===== src/rtl/hba_regs_pkg.sv =====
package hba_regs_pkg;

    typedef enum logic [2:0] {
        ST_DIAG,
        ST_IDLE,
        ST_PARAM,
        ST_LATCH,
        ST_FETCH,
        ST_REPLY
    } seq_state_t;

    localparam logic [7:0] OP_MBX_INIT   = 8'h01;
    localparam logic [7:0] OP_MBX_START  = 8'h02;
    localparam logic [7:0] OP_INQUIRY    = 8'h04;
    localparam logic [7:0] OP_CONFIG     = 8'h0B;
    localparam logic [7:0] OP_EXT_MBX    = 8'h81;
    localparam logic [7:0] OP_SETUP_INFO = 8'h8D;
    localparam logic [7:0] OP_WIDE       = 8'h96;

    localparam int CTL_SCSI   = 4;
    localparam int CTL_INTCLR = 5;
    localparam int CTL_SOFT   = 6;
    localparam int CTL_HARD   = 7;

    typedef struct packed {
        logic       known;
        logic [2:0] n_param;
        logic [7:0] n_reply;
        logic       reply_from_param;
        logic       clears_inreq;
    } op_info_t;

    function automatic op_info_t op_lookup(input logic [7:0] op);
        op_info_t r;
        r = '0;
        case (op)
            OP_MBX_INIT: begin
                r.known = 1'b1; r.n_param = 3'd4; r.clears_inreq = 1'b1;
            end
            OP_EXT_MBX: begin
                r.known = 1'b1; r.n_param = 3'd5; r.clears_inreq = 1'b1;
            end
            OP_INQUIRY: begin
                r.known = 1'b1; r.n_reply = 8'd4;
            end
            OP_CONFIG: begin
                r.known = 1'b1; r.n_reply = 8'd3;
            end
            OP_SETUP_INFO: begin
                r.known = 1'b1; r.n_param = 3'd1; r.reply_from_param = 1'b1;
            end
            OP_WIDE: begin
                r.known = 1'b1; r.n_param = 3'd1;
            end
            default: r = '0;
        endcase
        return r;
    endfunction

endpackage


===== src/rtl/hba_reply_gen.sv =====
module hba_reply_gen
    import hba_regs_pkg::*;
#(
    parameter int ADAPTER_ID = 7
) (
    input  logic [7:0] op,
    input  logic [7:0] idx,
    output logic [7:0] reply_byte
);
    localparam logic [7:0] ID_BYTE = {5'b0, 3'(ADAPTER_ID)};

    always_comb begin
        reply_byte = 8'h00;
        case (op)
            OP_INQUIRY:    reply_byte = 8'h40 + idx;
            OP_CONFIG: begin
                case (idx)
                    8'd0:    reply_byte = 8'h00;
                    8'd1:    reply_byte = 8'h20;
                    default: reply_byte = ID_BYTE;
                endcase
            end
            OP_SETUP_INFO: reply_byte = (idx == 8'd0) ? 8'h45 : idx;
            default:       reply_byte = 8'h00;
        endcase
    end
endmodule


===== src/rtl/hba_cmd_seq.sv =====
module hba_cmd_seq
    import hba_regs_pkg::*;
#(
    parameter int DIAG_CYCLES = 16,
    parameter int BUSY_CYCLES = 2
) (
    input  logic       clk,
    input  logic       rst_n,
    input  logic       hard_rst,
    input  logic       soft_rst,
    input  logic       cmd_wr,
    input  logic [7:0] cmd_byte,
    input  logic       data_rd,
    output seq_state_t st,
    output logic [7:0] op,
    output logic [7:0] rep_idx,
    output logic       mbox_start,
    output logic       evt_done,
    output logic       evt_bad,
    output logic       evt_inreq_clr
);
    localparam int MAX_WAIT = (DIAG_CYCLES > BUSY_CYCLES) ? DIAG_CYCLES : BUSY_CYCLES;
    localparam int CNT_W    = $clog2(MAX_WAIT + 1);
    localparam logic [CNT_W-1:0] DIAG_LOAD = CNT_W'(DIAG_CYCLES - 1);
    localparam logic [CNT_W-1:0] BUSY_LOAD = CNT_W'(BUSY_CYCLES - 1);

    seq_state_t       st_q, st_d;
    logic [CNT_W-1:0] cnt_q, cnt_d;
    logic [7:0]       op_q, op_d;
    logic [2:0]       par_left_q, par_left_d;
    logic [7:0]       rep_len_q, rep_len_d;
    logic [7:0]       idx_q, idx_d;
    logic             mbx_q, mbx_d;
    op_info_t         new_info, cur_info;

    assign new_info = op_lookup(cmd_byte);
    assign cur_info = op_lookup(op_q);

    // state register process
    always_ff @(posedge clk or negedge rst_n) begin
        if (!rst_n) begin
            st_q       <= ST_DIAG;
            cnt_q      <= DIAG_LOAD;
            op_q       <= 8'h00;
            par_left_q <= 3'd0;
            rep_len_q  <= 8'd0;
            idx_q      <= 8'd0;
            mbx_q      <= 1'b0;
        end else begin
            st_q       <= st_d;
            cnt_q      <= cnt_d;
            op_q       <= op_d;
            par_left_q <= par_left_d;
            rep_len_q  <= rep_len_d;
            idx_q      <= idx_d;
            mbx_q      <= mbx_d;
        end
    end

    // next-state and event process
    always_comb begin
        st_d          = st_q;
        cnt_d         = cnt_q;
        op_d          = op_q;
        par_left_d    = par_left_q;
        rep_len_d     = rep_len_q;
        idx_d         = idx_q;
        mbx_d         = 1'b0;
        evt_done      = 1'b0;
        evt_bad       = 1'b0;
        evt_inreq_clr = 1'b0;
        if (hard_rst) begin
            st_d  = ST_DIAG;
            cnt_d = DIAG_LOAD;
        end else if (soft_rst) begin
            st_d = ST_IDLE;
        end else begin
            unique case (st_q)
                ST_DIAG: begin
                    if (cnt_q == '0) st_d = ST_IDLE;
                    else             cnt_d = cnt_q - 1'b1;
                end
                ST_IDLE: begin
                    if (cmd_wr) begin
                        if (cmd_byte == OP_MBX_START) begin
                            mbx_d = 1'b1;
                        end else if (new_info.known) begin
                            op_d       = cmd_byte;
                            par_left_d = new_info.n_param;
                            rep_len_d  = new_info.n_reply;
                            idx_d      = 8'd0;
                            if (new_info.n_param != 3'd0) begin
                                st_d = ST_PARAM;
                            end else if (new_info.n_reply != 8'd0) begin
                                st_d = ST_REPLY;
                            end else begin
                                evt_done      = 1'b1;
                                evt_inreq_clr = new_info.clears_inreq;
                            end
                        end else begin
                            evt_bad = 1'b1;
                        end
                    end
                end
                ST_PARAM: begin
                    if (cmd_wr) begin
                        st_d       = ST_LATCH;
                        cnt_d      = BUSY_LOAD;
                        par_left_d = par_left_q - 1'b1;
                        if (cur_info.reply_from_param) rep_len_d = cmd_byte;
                    end
                end
                ST_LATCH: begin
                    if (cnt_q != '0) begin
                        cnt_d = cnt_q - 1'b1;
                    end else if (par_left_q != 3'd0) begin
                        st_d = ST_PARAM;
                    end else if (rep_len_q != 8'd0) begin
                        st_d = ST_REPLY;
                    end else begin
                        st_d          = ST_IDLE;
                        evt_done      = 1'b1;
                        evt_inreq_clr = cur_info.clears_inreq;
                    end
                end
                ST_FETCH: begin
                    st_d = ST_REPLY;
                end
                ST_REPLY: begin
                    if (cmd_wr && cmd_byte == OP_MBX_START) mbx_d = 1'b1;
                    if (data_rd) begin
                        if (idx_q == rep_len_q - 8'd1) begin
                            st_d          = ST_IDLE;
                            evt_done      = 1'b1;
                            evt_inreq_clr = cur_info.clears_inreq;
                        end else begin
                            idx_d = idx_q + 8'd1;
                            st_d  = ST_FETCH;
                        end
                    end
                end
                default: st_d = ST_IDLE;
            endcase
        end
    end

    // output process
    always_comb begin
        st         = st_q;
        op         = op_q;
        rep_idx    = idx_q;
        mbox_start = mbx_q;
    end

    // a write landing in the busy window leaves the parameter bookkeeping alone
    a_r7_busy_write_ignored: assert property (@(posedge clk) disable iff (!rst_n)
        (st_q == ST_LATCH && cmd_wr && !hard_rst && !soft_rst)
        |=> (par_left_q == $past(par_left_q) && rep_len_q == $past(rep_len_q)));

    // a data-in read always takes the byte away
    a_r9_read_clears_ready: assert property (@(posedge clk) disable iff (!rst_n)
        (st_q == ST_REPLY && data_rd && !hard_rst && !soft_rst) |=> (st_q != ST_REPLY));

    // no mailbox strobe during the diagnostic period
    a_r11_no_start_in_diag: assert property (@(posedge clk) disable iff (!rst_n)
        (st_q == ST_DIAG && cmd_wr) |=> !mbx_q);
endmodule


===== src/rtl/hba_event_flags.sv =====
module hba_event_flags (
    input  logic       clk,
    input  logic       rst_n,
    input  logic       clr_int,
    input  logic       set_scsi,
    input  logic       any_reset,
    input  logic       evt_done,
    input  logic       evt_bad,
    input  logic       evt_inreq_clr,
    output logic [7:0] int_byte,
    output logic       cmd_invalid,
    output logic       init_req
);
    logic cmdc_q, scsi_q, cmdinv_q, inreq_q;
    logic wipe;

    assign wipe = clr_int | any_reset;

    always_ff @(posedge clk or negedge rst_n) begin
        if (!rst_n) begin
            cmdc_q   <= 1'b0;
            scsi_q   <= 1'b0;
            cmdinv_q <= 1'b0;
            inreq_q  <= 1'b1;
        end else begin
            cmdc_q   <= (evt_done | evt_bad) ? 1'b1 : (wipe ? 1'b0 : cmdc_q);
            scsi_q   <= set_scsi ? 1'b1 : (wipe ? 1'b0 : scsi_q);
            cmdinv_q <= evt_bad ? 1'b1 : (wipe ? 1'b0 : cmdinv_q);
            inreq_q  <= any_reset ? 1'b1 : (evt_inreq_clr ? 1'b0 : inreq_q);
        end
    end

    assign int_byte    = {(cmdc_q | scsi_q), 3'b000, scsi_q, cmdc_q, 2'b00};
    assign cmd_invalid = cmdinv_q;
    assign init_req    = inreq_q;

    // an invalid command always completes
    a_r12_invalid_completes: assert property (@(posedge clk) disable iff (!rst_n)
        $rose(cmdinv_q) |-> cmdc_q);

    // a clear with no competing event leaves every flag low
    a_r4_clear_all: assert property (@(posedge clk) disable iff (!rst_n)
        (clr_int && !set_scsi && !evt_done && !evt_bad) |=> (!cmdc_q && !scsi_q && !cmdinv_q));

    // every reset raises initialisation required
    a_r13_reset_sets_inreq: assert property (@(posedge clk) disable iff (!rst_n)
        any_reset |=> inreq_q);
endmodule


===== src/rtl/hba_cmd_regs.sv =====
module hba_cmd_regs
    import hba_regs_pkg::*;
#(
    parameter int DIAG_CYCLES = 16,
    parameter int BUSY_CYCLES = 2,
    parameter int ADAPTER_ID  = 7
) (
    input  logic       clk,
    input  logic       rst_n,
    input  logic       bus_wr,
    input  logic       bus_rd,
    input  logic [1:0] bus_addr,
    input  logic [7:0] bus_wdata,
    output logic [7:0] bus_rdata,
    output logic       mbox_start
);
    logic       ctl_wr, cmd_wr, data_rd;
    logic       hard_rst, soft_rst, clr_int, set_scsi;
    seq_state_t st;
    logic [7:0] op, rep_idx, reply_byte, int_byte, status_byte;
    logic       evt_done, evt_bad, evt_inreq_clr, cmd_invalid, init_req;
    logic       unused_ctl;

    assign ctl_wr   = bus_wr && bus_addr == 2'd0;
    assign cmd_wr   = bus_wr && bus_addr == 2'd1;
    assign data_rd  = bus_rd && bus_addr == 2'd1;
    assign hard_rst = ctl_wr && bus_wdata[CTL_HARD];
    assign soft_rst = ctl_wr && bus_wdata[CTL_SOFT];
    assign clr_int  = ctl_wr && bus_wdata[CTL_INTCLR];
    assign set_scsi = ctl_wr && bus_wdata[CTL_SCSI];
    assign unused_ctl = ^bus_wdata[3:0];

    hba_cmd_seq #(
        .DIAG_CYCLES (DIAG_CYCLES),
        .BUSY_CYCLES (BUSY_CYCLES)
    ) u_seq (
        .clk           (clk),
        .rst_n         (rst_n),
        .hard_rst      (hard_rst),
        .soft_rst      (soft_rst),
        .cmd_wr        (cmd_wr),
        .cmd_byte      (bus_wdata),
        .data_rd       (data_rd),
        .st            (st),
        .op            (op),
        .rep_idx       (rep_idx),
        .mbox_start    (mbox_start),
        .evt_done      (evt_done),
        .evt_bad       (evt_bad),
        .evt_inreq_clr (evt_inreq_clr)
    );

    hba_event_flags u_flags (
        .clk           (clk),
        .rst_n         (rst_n),
        .clr_int       (clr_int),
        .set_scsi      (set_scsi),
        .any_reset     (hard_rst | soft_rst),
        .evt_done      (evt_done),
        .evt_bad       (evt_bad),
        .evt_inreq_clr (evt_inreq_clr),
        .int_byte      (int_byte),
        .cmd_invalid   (cmd_invalid),
        .init_req      (init_req)
    );

    hba_reply_gen #(
        .ADAPTER_ID (ADAPTER_ID)
    ) u_reply (
        .op         (op),
        .idx        (rep_idx),
        .reply_byte (reply_byte)
    );

    assign status_byte = {
        (st == ST_DIAG),
        1'b0,
        init_req,
        (st == ST_IDLE),
        (st == ST_LATCH),
        (st == ST_REPLY),
        1'b0,
        cmd_invalid
    };

    always_comb begin
        unique case (bus_addr)
            2'd0:    bus_rdata = status_byte;
            2'd1:    bus_rdata = reply_byte;
            2'd2:    bus_rdata = int_byte;
            default: bus_rdata = 8'h00;
        endcase
    end

    // the mailbox strobe never coincides with an interrupt change
    a_r11_start_quiet: assert property (@(posedge clk) disable iff (!rst_n)
        mbox_start |-> $stable(int_byte));

    // the cycle an opcode of the table is taken, ready goes low next
    a_r8_ready_drops: assert property (@(posedge clk) disable iff (!rst_n)
        (st == ST_IDLE && cmd_wr && !ctl_wr && op_lookup(bus_wdata).known
         && (op_lookup(bus_wdata).n_param != 3'd0 || op_lookup(bus_wdata).n_reply != 8'd0))
        |=> (st != ST_IDLE));
endmodule


===== config.mk =====
export PLATFORM = sky130hd
export DESIGN_NAME = hba_cmd_regs
export DESIGN_NICKNAME = d
export VERILOG_FILES = /design/src/rtl/hba_regs_pkg.sv /design/src/rtl/hba_reply_gen.sv /design/src/rtl/hba_cmd_seq.sv /design/src/rtl/hba_event_flags.sv /design/src/rtl/hba_cmd_regs.sv
export SDC_FILE = /design/constraint.sdc
export NUM_CORES = 1
export LEC_CHECK = 0
export ABC_AREA = 1
export BUFFER_PORTS_ARGS = -buffer_cell sky130_fd_sc_hd__buf_4
export CORE_MARGIN = 5
export CORE_UTILIZATION = 45
export CTS_CLUSTER_DIAMETER = 40
export DETAILED_ROUTE_END_ITERATION = 12
export HOLD_SLACK_MARGIN = 0.1
export PLACE_DENSITY = 0.64
export SYNTH_ARGS = -nofsm -noshare
export SYNTH_HDL_FRONTEND = slang
export SYNTH_SLANG_ARGS = --single-unit

===== constraint.sdc =====
create_clock -name clk -period 3.29 [get_ports clk]
set_input_delay 0.1645 -clock clk [delete_from_list [all_inputs] [get_ports clk]]
set_output_delay 0.1645 -clock clk [all_outputs]
set_load 0.005 [all_outputs]

==> reports/metrics.csv, run 1 <==
metric;value;unit
synth_seq_cells;40;
pwr-share-clk;0.286;
maxSlewHeadroom;0.6040;
vias_per_cell;5.101;
peakVddDrop;0.2265;mV
powerDensity;554.4;nW/um^2
port-buffer-count;22;
core-area;6832;sq um
syn2layout_area_growth;12.09;%
synth-edff-count;0;
fin_skew;0.009871;ns
met2_usage;0.3274;
synth_fp_nets;492;
p_leak;1.855;nW
row_count;30;
synthesis.area;3188;sq um
holdCritPathClass;in -> reg;
power_frac_seq;0.329;
avgSynthCellArea;6.812;sq um
ys.flop_type;dfrtp_1;
status;completed;
grt-busiest-layer;met2;
multi_input_area;1834;sq um
cts_made_buffers;5;
worstSetupStartpointType;flip-flop;
grt_pass1_wl;13500;microns
netlist_instances;468;
power_frac_comb;0.385;
post_cts_resized;0;
drive_gt1_frac;0.1813;
dp_hpwl;6334;microns
ff_latch_area;1007;sq um
pre_cts_ws;1.030;ns
cts_sinks;40;
final_hold_viol_count;0;
fin_ws;0.9325;ns
clock_latency;0.30;ns
grt_util_met1;0.2559;
final_nets;514;
routed_wl;7965;microns
dr.pass1.iters;5;
rsz0062_at_grt;no;
place.gp.congestion;0.9276;
cap_violations;0;
cts_max_level;2;
fp.dieArea;8868;sq um
final_max_slew_viol_count;0;
p_int;1.217;mW
diodes;0;
yosys_warnings;0;
ios;23;
yosysTopAreaCellShare;0.2747;
yosysSeqAreaShare;0.3159;
cts_buffer_depth;2;
synth_top_area_cell;dfrtp_1;
crit_type;reg -> out;
endpoint_kind;output port;
grtUsageMet3;0.02644;
fin_crit_sh;0.7166;
period_needed;2.357;ns
path_max_fanout;4;
root_buffer;clkbuf_8;
max_clock_freq;424.2;MHz
die_y;94.17;microns
tightest_slew;0.5934;ns
drt_iter0_markers;203;
final_cell_mix;133 x nand2_1, 65 x inv_1, 52 x nor2_1, 35 x dfrtp_1, 23 x o21ai_0;
final_common_cell;nand2_1;
cts_tree;built;
yosysUniqueCellTypes;46;
p_sw;0.7643;mW
wl_per_cell;13.57;microns
grt_max_degree;41;
required;3.13;ns
die_x;94.17;microns
worst_ep_arrival_time;2.19;ns
fillers;724;
switching_share;0.3858;
fin_tns_setup;0;ns
synthArstFlopShare;1.000;
cts.clk_slew.worst_paths;0.09;ns
grt_pass1_vias;2901;
antenna_left;0;
start_util;0.4667;
synthTopCellsByArea;dfrtp_1 27%, nand2_1 16%, inv_1 7.7%;
grt.overflow.total;0;
vias;2994;
finalSetupViolations;0;
antenna_found_initial;0;
drc;0;
grt_use_total;0.1912;
==> registers in the layout, summed over array words and instances, names as in the netlist <==
name                 count
u_flags.cmd_invalid      1
u_flags.cmdc_q           1
u_seq.cnt_q              5
u_flags.scsi_q           1
u_seq.mbox_start         1
u_seq.par_left_q         3
u_seq.st                 3
u_seq.rep_len_q          8
u_seq.rep_idx            8
u_seq.op                 8
u_flags.init_req         1
==> repair_timing <==
action / in CTS / in global routing
hold buffers: 1 / 0
setup buffers: 0 / 0
endpoints found under the hold margin: 35 / 0
==> power groups by stage <==
stage / Clock, mW / Sequential, mW / Combinational [mW]
floorplan: 0 / 0.641 / 0.619
global placement: 0 / 0.659 / 0.750
detailed placement: 0 / 0.659 / 0.760
CTS: 0.574 / 0.652 / 0.763
global route: 0.599 / 0.661 / 0.873
finish: 0.566 / 0.652 / 0.763
==> cells in the mapped netlist, types with 5 or more instances <==
cell     instances
nand2_2          9
nand3_1         20
a21oi_1         11
nand4_1          8
ha_1            10
dfstp_2          5
o21ai_0         23
inv_2            8
nor3_1          10
nand2_1        133
nor2_1          52
dfrtp_1         35
o21ai_2         16
nor2_2          10
inv_1           65
xor2_1           8
==> worst max-delay path, cell delays in order, from the launching register on <==
cell,delay (ns)
dfrtp_1,0.38
or2_2,0.30
nor2_1,0.21
nand4_1,0.27
nand2_1,0.18
o21ai_0,0.14
inv_1,0.11
nand2_1,0.06
o211ai_1,0.09
buf_4,0.15
==> routing by layer <==
| layer | vias to the layer above | wire length, microns |
|---|---|---|
| met1 | 1397 | 3890 |
| li1 | 1527 | - |
| met5 | - | 0 |
| met2 | 66 | 3680 |
| met3 | 4 | 344 |
| met4 | 0 | 49 |
==> stage by stage <==
step	instance area, sq um	std cells	power [mW]	hold WS [ns]	utilization
after floorplan	3188	468	1.260	-0.1311	-
after global placement	3405	578	1.409	0.1826	0.4984
after detailed placement	3405	578	1.419	0.1873	0.4984
after CTS	3573	587	1.989	0.1485	0.5231
after global routing	3573	587	2.133	0.1568	0.5231
final	3573	587	1.981	0.1506	0.5231
==> final cells by class <==
class                   count  share of cell area
repair buffers             23             0.04902
clock inverters             3             0.02521
well taps                  96             0.03361
clock buffers               5             0.01926
multi-input cells         346              0.5133
inverters                  74             0.07773
flip-flops and latches     40              0.2819
==> logic make-up (layout without fill, tap and decap cells) <==
family | after synthesis | count (layout) | share of synthesized area
and+or+nand+nor | 257 | 257 | 0.3638
buffers and inverters | 82 | 105 | 0.1087
AOI/OAI and AO/OA | 67 | 67 | 0.1393
DFF | 40 | 40 | 0.3159
xor gates and xnor gates | 12 | 12 | 0.03297
adders and majority gates | 10 | 10 | 0.03925
==> worst paths after layout <==
| path | startpoint | endpoint | slack (ns) | cells after the start |
|---|---|---|---|---|
| setup reg to reg | u_seq.st[2]$_DFFE_PN0P_ | u_seq.rep_len_q[1]$_DFFE_PN0P_ | 1.01 | 8 |
| hold reg to reg | u_seq.op[5]$_DFFE_PN0P_ | u_seq.op[5]$_DFFE_PN0P_ | 0.47 | 2 |
| setup / recovery | u_seq.op[5]$_DFFE_PN0P_ | bus_rdata[2] | 0.93 | 9 |
| hold / removal | bus_wdata[5] | u_seq.rep_len_q[5]$_DFFE_PN0P_ | 0.15 | 3 |
| min in group asynchronous | rst_n | u_seq.rep_idx[2]$_DFFE_PN0P_ | 0.39 | 2 |
| max in group asynchronous | rst_n | u_seq.cnt_q[1]$_DFFE_PN1P_ | 2.52 | 2 |
Power figures use the tool's default switching activity.
==> run 2: changes to the inputs <==
clock period = 2.46 ns   (was 3.29 ns; I/O delays follow)
==> reports/metrics.csv, run 2 (synthesized netlist as in run 1, its figures left out) <==
metric;value;unit;change
status;completed;;unchanged
drt_iter0_markers;258;;was 203
antenna_left;0;;unchanged
wl_per_cell;13.15;microns;was 13.57 microns
syn2layout_area_growth;12.32;%;was 12.09%
cap_violations;0;;unchanged
crit_family;simple AND/OR/NAND/NOR gates;;unchanged
crit_chain;or2_2 > nor2_1 > nand4_1 > buf_4 > nor2_1 > nand2_1 > nand2_1 > nand2_1 > o2111ai_1 > buf_4;;was or2_2 > nor2_1 > nand4_1 > nand2_1 > o21ai_0 > inv_1 > nand2_1 > o211ai_1 > buf_4
cts_tree;built;;unchanged
post_cts_resized;0;;unchanged
crit_type;reg -> out;;unchanged
dr.pass1.iters;5;;unchanged
period_needed;2.244;ns;
tightest_slew;0.5974;ns;was 0.5934 ns
cts_made_buffers;5;;unchanged
diodes;0;;unchanged
place.gp.congestion;0.9706;;was 0.9276
final_area;3581;sq um;was 3573 sq um
final_cell_mix;133 x nand2_1, 65 x inv_1, 52 x nor2_1, 35 x dfrtp_1, 26 x buf_4;;was 133 x nand2_1, 65 x inv_1, 52 x nor2_1, 35 x dfrtp_1, 23 x o21ai_0
ios;23;;unchanged
crit_top_cell;nand2_1;;unchanged
grt_max_degree;41;;unchanged
peakVddDrop;0.3037;mV;was 0.2265 mV
required;2.34;ns;was 3.13 ns
final_nets;519;;was 514
fin_tns_setup;0;ns;unchanged
vias;2976;;was 2,994
clock_latency;0.30;ns;about the same
reg2reg_depth;14;;was 8
min_path_cells;3;;unchanged
path_max_fanout;4;;unchanged
path_depth;10;;was 9
rsz0062_at_grt;no;;unchanged
core-area;6832;sq um;unchanged
grt_pass1_wl;13030;microns;was 13,500 microns
port-buffer-count;22;;unchanged
drive_gt1_frac;0.1875;;was 0.1813
die_y;94.17;microns;unchanged
final_max_slew_viol_count;0;;unchanged
max_stage_delay;0.38;ns;about the same
grt_use_total;0.1874;;was 0.1912
cts_buffer_depth;2;;unchanged
die_x;94.17;microns;unchanged
worst_ep_arrival_time;2.12;ns;was 2.19 ns
crit_slowest_cell;dfrtp_1;;unchanged
holdCritPathClass;in -> reg;;unchanged
powerDensity;702.0;nW/um^2;was 554.4 nW/um^2
max_clock_freq;445.6;MHz;
final_common_cell;nand2_1;;unchanged
hold_slack;0.1123;ns;was 0.1506 ns
root_buffer;clkbuf_8;;unchanged
cts.clk_slew.worst_paths;0.08;ns;was 0.09 ns
final_hold_viol_count;0;;unchanged
p_leak;1.864;nW;was 1.855 nW
row_count;30;;unchanged
grt.overflow.total;0;;unchanged
antenna_found_initial;0;;unchanged
maxSlewHeadroom;0.6013;;was 0.6040
drc;0;;unchanged
cts_sinks;40;;unchanged
crit_buf_inv;2;;unchanged
fin_crit_sh;0.9123;;
placed_area;3427;sq um;was 3405 sq um
finalSetupViolations;0;;unchanged
start_util;0.4667;;unchanged
cts_max_level;2;;unchanged
routed_wl;7787;microns;was 7965 microns
fin_skew;0.008897;ns;was 0.009871 ns
endpoint_kind;output port;;unchanged
dp_hpwl;6180;microns;was 6334 microns
worstSetupStartpointType;flip-flop;;unchanged
grt_pass1_vias;2738;;was 2,901
vias_per_cell;5.027;;was 5.101
fp.dieArea;8868;sq um;unchanged
run 2: metrics by stage:
step / worst slack (ns) / std cells / total power [mW] / util
floorplan: 0.6010 / 468 / 1.685 / -
global placement: 0.4588 / 581 / 1.891 / 0.5016
CTS: 0.1405 / 591 / 2.528 / 0.5231
detailed placement: 0.4077 / 581 / 1.916 / 0.5016
finish: 0.2159 / 592 / 2.514 / 0.5242
global route: 0.02415 / 592 / 2.700 / 0.5242
run 2: repair_timing:
item	CTS	global route
endpoints found under the hold margin	36	0
hold buffers	2	0
buffers inserted	0	1
setup endpoints to repair	0	3
run 2: worst reg2reg max path, cell delays in order (launching register included):
cell and delay, ns:
dfrtp_1 0.42, inv_1 0.11, ha_1 0.32, nand2_1 0.07
inv_1 0.04, nor2_1 0.08, nand2_1 0.08, nor2_1 0.12
nand2_1 0.06, nor2_1 0.13, and2_4 0.18, nand2_4 0.05
nand3_4 0.19, nand2_1 0.10, o21ai_2 0.06
run 2: power by group:
group / switching [mW] / internal (mW)
logic: 0.684 / 0.359
registers: 0.0932 / 0.776
clock network: 0.243 / 0.358
run 2: layout make-up:
type / instances / area [sq um]
Clock inverter: 1 / 30.03
Fill cell: 697 / 3251
Tap cell: 96 / 120.1
Timing Repair Buffer: 28 / 215.2
Inverter: 74 / 277.8
Multi-Input combinational cell: 346 / 1834
Clock buffer: 7 / 96.34
Sequential cell: 40 / 1007
run 2: worst paths after layout:
check	from	end	slack, ns
worst max-delay path	u_seq.op[5]$_DFFE_PN0P_	bus_rdata[7]	0.22
worst min-delay path	bus_wdata[4]	u_seq.rep_len_q[4]$_DFFE_PN0P_	0.11
worst max register to register	u_seq.rep_len_q[0]$_DFFE_PN0P_	u_seq.rep_idx[6]$_DFFE_PN0P_	0.38
worst min register to register	u_seq.op[5]$_DFFE_PN0P_	u_seq.op[5]$_DFFE_PN0P_	0.47
max in group asynchronous	rst_n	u_seq.cnt_q[0]$_DFFE_PN1P_	1.73
min in group asynchronous	rst_n	u_seq.rep_len_q[5]$_DFFE_PN0P_	0.35
run 2: routing by layer:
layer  global-route usage  vias to the layer above  wire length [microns]
li1                     -                     1545                      -
met1               0.2564                     1336                   3735
met2               0.3008                       84                   3442
met3              0.03526                       11                    488
met4              0.05174                        0                    121
met5                    0                        -                      0
==> run 3: changes to the inputs <==
MAX_ROUTING_LAYER = met4   (was default)
PLACE_DENSITY = default   (was 0.64)
SKIP_CTS_REPAIR_TIMING = 1   (was default)
==> reports/metrics.csv, run 3 (synthesized netlist as in run 1, its figures left out) <==
metric;value;unit;change
crit_type;reg -> out;;unchanged
root_buffer;clkbuf_8;;unchanged
maxSlewHeadroom;0.5939;;was 0.6013
final_nets;517;;was 519
status;completed;;unchanged
final_cell_mix;133 x nand2_1, 65 x inv_1, 52 x nor2_1, 35 x dfrtp_1, 25 x buf_4;;was 133 x nand2_1, 65 x inv_1, 52 x nor2_1, 35 x dfrtp_1, 26 x buf_4
tightest_slew;0.6085;ns;was 0.5974 ns
drt_iter0_markers;125;;was 258
port-buffer-count;22;;unchanged
vias;2944;;was 2,976
syn2layout_area_growth;10.64;%;was 12.32%
final_hold_viol_count;0;;unchanged
die_x;94.17;microns;unchanged
rsz0062_at_grt;no;;unchanged
die_y;94.17;microns;unchanged
placed_area;3427;sq um;unchanged
clock_latency;0.29;ns;was 0.30 ns
peakVddDrop;0.2481;mV;was 0.3037 mV
grt_use_total;0.1971;;was 0.1874
grt_pass1_vias;2798;;was 2,738
row_count;30;;unchanged
fin_tns_setup;0;ns;unchanged
routed_wl;7937;microns;was 7787 microns
cts_max_level;2;;unchanged
crit_family;simple AND/OR/NAND/NOR gates;;unchanged
grt_pass1_wl;13480;microns;was 13,030 microns
fin_skew;0.004577;ns;was 0.008897 ns
cts_buffer_depth;2;;unchanged
final_common_cell;nand2_1;;unchanged
cap_violations;0;;unchanged
max_clock_freq;449.1;MHz;was 445.6 MHz
fp.dieArea;8868;sq um;unchanged
powerDensity;673.1;nW/um^2;was 702.0 nW/um^2
final_area;3527;sq um;was 3581 sq um
cts_made_buffers;5;;unchanged
place.gp.congestion;0.9287;;was 0.9706
max_stage_delay;0.37;ns;was 0.38 ns
final_max_slew_viol_count;0;;unchanged
drive_gt1_frac;0.1822;;was 0.1875
grt.overflow.total;0;;unchanged
cts_sinks;40;;unchanged
dr.pass1.iters;4;;was 5
cts.clk_slew.worst_paths;0.08;ns;about the same
ios;23;;unchanged
worstSetupStartpointType;flip-flop;;unchanged
crit_chain;or2_2 > nor2_1 > nand4_1 > nand2_1 > o21ai_0 > inv_1 > nand2_1 > o211ai_1 > buf_4;;was or2_2 > nor2_1 > nand4_1 > buf_4 > nor2_1 > nand2_1 > nand2_1 > nand2_1 > o2111ai_1 > buf_4
start_util;0.4667;;unchanged
drc;0;;unchanged
holdCritPathClass;in -> reg;;unchanged
crit_slowest_cell;dfrtp_1;;unchanged
p_leak;1.837;nW;was 1.864 nW
path_max_fanout;4;;unchanged
cts_tree;built;;unchanged
wl_per_cell;13.45;microns;was 13.15 microns
vias_per_cell;4.990;;was 5.027
diodes;0;;unchanged
finalSetupViolations;0;;unchanged
crit_buf_inv;2;;unchanged
required;2.34;ns;about the same
worst_ep_arrival_time;2.10;ns;was 2.12 ns
dp_hpwl;6316;microns;was 6180 microns
crit_top_cell;nand2_1;;unchanged
core-area;6832;sq um;unchanged
antenna_found_initial;0;;unchanged
period_needed;2.227;ns;was 2.244 ns
grt_max_degree;41;;unchanged
endpoint_kind;output port;;unchanged
fin_crit_sh;0.9051;;was 0.9123
antenna_left;0;;unchanged
-- run 3: changes by cell type in the layout (fill, tap and decap cells not counted) --
cell,before,now
clkbuf_1,0,2
clkbuf_8,7,6
dlygate4sd3_1,2,1
bufinv_16,1,0
buf_4,26,25
-- run 3: report_power, final --
part / total, mW / leakage, nW / switching, mW / internal (mW)
logic: 1.04 / 1.26 / 0.680 / 0.357
clock network: 0.459 / 0.0455 / 0.230 / 0.229
registers: 0.878 / 0.530 / 0.102 / 0.776
total: 2.37 / 1.84 / 1.01 / 1.36
-- run 3: final cells by class --
| cell class | count | area [sq um] |
|---|---|---|
| timing repair buffer | 26 | 197.7 |
| sequential | 40 | 1007 |
| multi-input combinational | 346 | 1834 |
| tap | 96 | 120.1 |
| fill | 730 | 3304 |
| inverter | 74 | 277.8 |
| clock buffer | 8 | 90.09 |
-- run 3: tightest hold or removal path: stages --
cell and delay, ns:
buf_4 0.12, nand2_1 0.07, o21ai_2 0.06
-- run 3: path summary, 6_finish.rpt --
kind                            slack, ns                             end                           start  cells past startpoint
worst max-delay path                 0.23                    bus_rdata[2]         u_seq.op[5]$_DFFE_PN0P_                      9
worst min-delay path                 0.12  u_seq.rep_len_q[5]$_DFFE_PN0P_                    bus_wdata[5]                      3
worst max register to register       0.41    u_seq.rep_idx[3]$_DFFE_PN0P_  u_seq.rep_len_q[0]$_DFFE_PN0P_                     14
worst min register to register       0.46         u_seq.op[5]$_DFFE_PN0P_         u_seq.op[5]$_DFFE_PN0P_                      2
max in group asynchronous            1.72      u_seq.cnt_q[3]$_DFFE_PN1P_                           rst_n                      2
min in group asynchronous            0.35    u_seq.rep_idx[3]$_DFFE_PN0P_                           rst_n                      2
-- run 3: per-stage QoR --
stage	worst slack [ns]	power [mW]	utilization	cells	hold WS, ns
floorplan	0.6010	1.685	-	468	-0.1726
global placement	0.4806	1.908	0.5016	581	0.1409
detailed placement	0.4140	1.919	0.5016	581	0.1454
CTS	0.2257	2.384	0.5148	589	-0.1751
global route	0.01324	2.577	0.5163	590	0.1215
finish	0.2334	2.374	0.5163	590	0.1174
-- run 3: per-layer routing --
layer / global-route usage / wire length (microns) / up-vias
li1: - / - / 1530
met1: 0.2651 / 4008 / 1332
met2: 0.3061 / 3443 / 70
met3: 0.03686 / 383 / 12
met4: 0.05054 / 102 / 0
met5: - / 0 / -
